===== src/rtl/cmp_wave_out.sv =====
module cmp_wave_out (
  input  logic       clk,
  input  logic       rst_n,
  input  logic [1:0] mode_sel,
  input  logic [1:0] wave_class,
  input  logic       match,
  input  logic       at_bottom,
  input  logic       at_top,
  input  logic       count_down,
  input  logic       cmp_is_top,
  input  logic       is_chan_a,
  input  logic       top_from_a,
  input  logic       dir_en,
  input  logic       port_data,
  output logic       wave,
  output logic       override,
  output logic       pin_drive,
  output logic       pin_out
);
  localparam logic [1:0] CLS_FAST  = 2'b01;
  localparam logic [1:0] CLS_PHASE = 2'b10;

  logic [1:0] mode_q;
  logic       wave_nxt;
  logic       pwm, toggle_mode;

  assign pwm         = (wave_class == CLS_FAST) || (wave_class == CLS_PHASE);
  assign toggle_mode = (mode_q == 2'b01);
  assign override    = (mode_q != 2'b00) &&
                       !(pwm && toggle_mode && !(is_chan_a && top_from_a));
  assign pin_drive   = override && dir_en;
  assign pin_out     = pin_drive ? wave : port_data;

  always_comb begin
    wave_nxt = wave;
    if (override) begin
      if (!pwm || toggle_mode) begin
        if (match) wave_nxt = toggle_mode ? ~wave : mode_q[0];
      end else if (wave_class == CLS_FAST) begin
        if (at_bottom) wave_nxt = ~mode_q[0];
        if (match && !cmp_is_top) wave_nxt = mode_q[0];
      end else begin
        if (match && !cmp_is_top) wave_nxt = mode_q[0] ^ count_down;
        if (at_top && cmp_is_top) wave_nxt = ~mode_q[0];
      end
    end
  end

  always_ff @(posedge clk or negedge rst_n) begin
    if (!rst_n) begin
      mode_q <= 2'b00;
      wave   <= 1'b0;
    end else begin
      mode_q <= mode_sel;
      wave   <= wave_nxt;
    end
  end
endmodule


===== config.mk =====
export PLATFORM = sky130hd
export DESIGN_NAME = cmp_wave_out
export DESIGN_NICKNAME = d
export VERILOG_FILES = /design/src/rtl/cmp_wave_out.sv
export SDC_FILE = /design/constraint.sdc
export NUM_CORES = 1
export LEC_CHECK = 0
export BUFFER_PORTS_ARGS = -buffer_cell sky130_fd_sc_hd__buf_2
export CORE_AREA = 2 2 39 41
export CTS_CLUSTER_SIZE = 25
export DETAILED_ROUTE_END_ITERATION = 6
export DIE_AREA = 0 0 41 43
export GPL_ROUTABILITY_DRIVEN = 0
export PLACE_DENSITY = 0.45
export SYNTH_ARGS = -nofsm -noshare
export SYNTH_HDL_FRONTEND = slang
export SYNTH_SLANG_ARGS = --single-unit

===== constraint.sdc =====
create_clock -name clk -period 3.5 [get_ports clk]
set_input_delay 0.175 -clock clk [delete_from_list [all_inputs] [get_ports clk]]
set_output_delay 0.175 -clock clk [all_outputs]
set_load 0.03 [all_outputs]

==> Yosys cells after proc, flatten, opt, wreduce, memory -nomap -nowiden <==
Cells that the tools add are included.
{ "word_totals": {"ff_bits": 3, "in_bits": 15, "out_inout_bits": 4, "wordCells": 35} }
{ "op_classes": {"eq_ne": 5, "n_mux": 9, "n_bitwise": 3, "n_reduce_logical": 16} }
{ "op_table": {"columns": ["operator", "n"], "rows": [
  ["$mux W1", 9],
  ["$logic_and A1 B1 Y1", 7],
  ["$eq A2 B1 Y1 const B", 2],
  ["$logic_not A1 Y1", 4],
  ["$ne A4 B2 Y1 const B", 1],
  ["$reduce_and A4 Y1", 1],
  ["$reduce_bool A4 Y1", 1],
  ["$eq A2 B2 Y1 const B", 1],
  ["$logic_or A1 B1 Y1", 2],
  ["$ne A2 B2 Y1 const B", 1],
  ["$not A1 Y1", 2],
  ["$reduce_bool A2 Y1", 1],
  ["$xor A1 B1 Y1", 1]
]} }

==> Longest topological paths before layout <==
{ "depth": {"ltp_word": 8, "ltp_mapped": 7, "mapped_depth_nobuf": 7} }

==> Worst setup path after synthesis <==
No wires, ideal clock.
{ "synth_timing": {"path_type": "input to output", "start": "input port wave_class[1]", "end": "output port pin_out", "arrival_time_ns": 1.611, "required_ns": 3.325, "path_slack_ns": 1.714, "path_stages": 6, "n_path_buf": 0, "cell_sequence": "inv_1 ha_1 a21oi_1 o21ai_2 and2_4 mux2_2"} }
{ "synth_via": {"elab_chain_len": 8, "elab_cells_between_ends": 9, "classes_between": "2 x eq/ne; 1 x mux; 6 x reduce/logical"} }
{ "synth_rtl": {"columns": ["element", "line", "text"], "rows": [
  ["start, declared", "5", "input logic [1:0] wave_class,"],
  ["$eq A2 B1 Y1 / $eq A2 B2 Y1 (equally long branches)", "27", "assign pwm = (wave_class == CLS_FAST) || (wave_class == CLS_PHASE);"],
  ["$logic_or A1 B1 Y1 (*)", "27", null],
  ["$logic_and A1 B1 Y1 (*) (2 in series)", "30", "!(pwm && toggle_mode && !(is_chan_a && top_from_a));"],
  ["$logic_not A1 Y1 (*)", "30", null],
  ["$logic_and A1 B1 Y1 (*)", "29", "assign override = (mode_q != 2'b00) &&"],
  ["via override", "16", "output logic override,"],
  ["$logic_and A1 B1 Y1 (*)", "31", "assign pin_drive = override && dir_en;"],
  ["via pin_drive", "17", "output logic pin_drive,"],
  ["$mux W1 (*)", "32", "assign pin_out = pin_drive ? wave : port_data;"],
  ["end, declared", "18", "output logic pin_out"]
]} }
The timed path passes the listed nets; every way through them passes the cells marked *.

==> Worst setup path in the final report <==
{ "layout_timing": {"start": "register mode_q[0]", "end": "output port pin_out"} }
{ "layout_via": {"elab_chain_len": 7, "elab_cells_between_ends": 8, "classes_between": "1 x eq/ne; 1 x mux; 6 x reduce/logical"} }
{ "layout_rtl": {"columns": ["element", "line", "text"], "rows": [
  ["start, declared", "23", "logic [1:0] mode_q;"],
  ["start signal, assigned", "54", "mode_q <= mode_sel;"],
  ["$eq A2 B1 Y1", "28", "assign toggle_mode = (mode_q == 2'b01);"],
  ["$logic_and A1 B1 Y1 (2 in series)", "30", null],
  ["$logic_not A1 Y1", "30", null],
  ["$logic_and A1 B1 Y1 (*)", "29", null],
  ["$logic_and A1 B1 Y1 (*)", "31", null],
  ["$mux W1 (*)", "32", null]
]} }
Every way passes the cells marked *; elsewhere a longest branch is shown, timed or not.

==> reports/metrics.csv <==
stage;metric;value;unit
synth;mux share of post-synthesis cell area;0.138;
sta;worst rel slew slack;0.867;
clocking;post-CTS setup buffers;0;
global_routing;first-pass GRT wire length;814;microns
sta;Hold Vio Cnt, Final;0;
final_layout;fin nets;66;
clocking;Root Driver;clkbuf_4;
worst_setup_path;CP startpoint;mode_q[0];
synth;Post-Synth Simple-Gate Area;0.149;
global_routing;gr usage total;0.0675;
synth;share of the synthesized area in the top cell type;0.319;
worst_setup_path;WP data arrival;1550;ps
sta;Worst Setup Slack, final;1780;ps
floorplanning;Vert. Die Dim;43;microns
clocking;Worst-Skew Late Latency;230;ps
worst_setup_path;R2R Path Start;mode_q[0];
clocking;clk buf depth;2;
global_routing;number of global-route vias before repair;233;
synth;top cells by area, synth;dfrtp_1, a21oi_4, o21ai_0;
sta;worst slew pin tran;198;ps
pwr;cell leakage power;0.202;nW
detailed_routing;drt via density;3.75;
detailed_routing;DRC;0;
global_routing;largest net degree at the start of global routing;5;
sta;final number of setup-violating endpoints;0;
placement;IO buf count;18;
detailed_routing;Routed wire per std cell;7.55;microns
sta;Tmin final;1720;ps
synth;Post-Synth XOR/XNOR Area;0;
final_layout;Area growth syn-to-layout;62.2;%
global_routing;initial antenna violation count;0;
worst_setup_path;worst reg2reg path depth;4;
synth;Netlist Area Pre-Place;235;sq um
worst_hold_path;Worst Hold Class;input pin to flip-flop;
final_layout;Final Core Density;0.276;
worst_setup_path;CP max FO;4;
synth;Mapped Nets;42;
run;max cap viols;0;
sta;Slew Viols, Final;0;
sta;Setup TNS;0;ps
final_layout;n_diodes;0;
sta;Layout Skew;0.199;ps
sta;unrepaired setup endpoints after global routing;false;
pwr;P_sw;0.0517;mW
synth;Post-Synthesis Cells;26;
worst_setup_path;CP required;3320;ps
synth;most frequent cell after synthesis;nand2_1;
synth;post-synth top area cell;dfrtp_1;
detailed_routing;drt pass-1 iters;1;
pwr;Logic pwr share;0.352;
global_routing;met1 GRT Util;0.0747;
placement;dpl ws;1830;ps
clocking;Hold-fix buffers, CTS;1;
floorplanning;IO Pins;19;
sta;fmax;581;MHz
placement;DP HPWL;418;microns
synth;Post-synth top flop;dfrtp_1;
final_layout;fin area;382;sq um
clocking;CTS Sinks;3;
detailed_routing;Post-DRT Antenna Nets;0;
global_routing;M2 GR Usage;0.109;
status;outcome;finished clean;
placement;placed instance area;345;sq um
worst_setup_path;Startpoint Class;flip-flop;
synth;synthesized flop and latch total;3;
synth;Post-synth ARST share;1.00;
synth;largest family of logic cells by synthesized area;compound AO/OA/AOI/OAI gates;
clocking;CTS clk-pin slew, worst paths;30;ps
synth;Yosys Warn Count;0;
synth;Seq/Total Area, Yosys;0.319;
floorplanning;num rows;14;
floorplanning;Initial Util;0.170;
worst_setup_path;critical path capture point;pin_out;
worst_setup_path;FF-to-FF End;wave;
clocking;CTS H-tree lvls;1;
sta;period utilisation layout;0.492;
pwr;Clk pwr share;0.374;
final_layout;fillers;159;
pwr;register share of total power;0.275;
floorplanning;Die Width;41;microns
pwr;power density over the cells;412;nW/um^2
synth;EDFF count, synth;0;
global_routing;global route overflow;0;
global_routing;global routing usage on met3;0;
final_layout;fraction of layout cells with a size suffix above 1;0.571;
worst_setup_path;crit end category;primary output;
worst_setup_path;Worst Setup Path Type;flip-flop to primary output;
floorplanning;core area;1380;sq um
clocking;CTS tree;built;
synth;Commonest cells post-synth;nand2_1, dfrtp_1, inv_1, o21ai_0;
detailed_routing;total number of vias;244;
pwr;P_int;0.106;mW
floorplanning;die area;1760;sq um
pwr;total power;0.157;mW
synth;Unique masters post-synth;17;
pwr;VDD IR max;0.158;mV
synth;syn avg cell area;9.05;sq um
detailed_routing;initial drt markers;0;
worst_setup_path;R2R setup slack;2280;ps
detailed_routing;total wire length;491;microns
synth;Adder-Cell Fraction of Synth Area;0.0532;
clocking;Num CTS Buffers;3;
synth;post-synthesis compound-gate area fraction;0.277;
clocking;# resized after CTS;0;
global_routing;grt peak-use layer;met2;
pwr;switching fraction of total power;0.329;
[flip-flops by register name, summed over array words and instances (netlist names)]
register	count
mode_q	2
wave	1
[worst min path at each step]
| stage | start | to | slack (ps) | depth (start not counted) |
|---|---|---|---|---|
| CTS | mode_sel[1] | mode_q[1] | 40 | 1 |
| global route | mode_sel[0] | mode_q[0] | 40 | 1 |
| detailed placement | rst_n | wave | -30 | 1 |
| floorplan | rst_n | mode_q[0] | -120 | 0 |
| finish | mode_sel[1] | mode_q[1] | 50 | 1 |
| global placement | rst_n | wave | -30 | 1 |
[power by group through the flow]
stage               sequential (mW)  combinational (mW)  clock [mW]
finish                       0.0432              0.0553      0.0588
global route                 0.0444              0.0597      0.0655
CTS                          0.0438              0.0560      0.0629
detailed placement           0.0441              0.0550           0
global placement             0.0440              0.0550           0
floorplan                    0.0507              0.0295           0
[worst max-delay path: stages, from the launching register on]
cell	delay [ps]
dfrtp_1	410
inv_1	70
o21ai_2	180
and2_4	170
mux2_2	310
buf_2	170
[placed cells by master (no fill, tap or decap), drive strengths merged]
cell | netlist | final
o211ai | 1 | 1
mux2 | 2 | 2
o21ai | 4 | 4
dfrtp | 3 | 3
buf | 0 | 18
nand2 | 4 | 4
inv | 4 | 4
dlygate4sd3 | 0 | 1
nor2 | 1 | 1
mux2i | 1 | 1
a21oi | 2 | 2
a21boi | 1 | 1
clkbuf | 0 | 4
ha | 1 | 1
and2 | 2 | 2
[cell type report]
| cell class | count | area [sq um] | share of cell area |
|---|---|---|---|
| Clock buffer | 4 | 26.3 | 0.0689 |
| Inverter | 4 | 15.0 | 0.0393 |
| Multi-Input combinational cell | 19 | 145 | 0.380 |
| Sequential cell | 3 | 75.1 | 0.197 |
| Tap cell | 16 | 20.0 | 0.0525 |
| Timing Repair Buffer | 19 | 100 | 0.262 |
[through the flow]
stage                     hold WS, ps  std cells
final                            52.4         65
after global routing             38.4         65
after CTS                        41.7         65
after detailed placement        -27.4         60
after global placement          -28.0         60
after floorplan                  -121         26
[kinds of logic (layout without fill, tap and decap cells)]
group           after synthesis  count (layout)
compound gates                8               8
mux                           3               3
fa+ha+maj                     1               1
simple gates                  7               7
buf+inv                       4              27
flops                         3               3
[layer usage]
| metal | part of all wire | vias to the layer above | wire length [microns] |
|---|---|---|---|
| met5 | 0 | - | 0 |
| met4 | 0 | 0 | 0 |
| met3 | 0.067 | 0 | 33 |
| met2 | 0.54 | 9 | 266 |
| met1 | 0.39 | 103 | 191 |
| li1 | - | 132 | - |
Note: power is estimated with default switching activity, not from simulation.
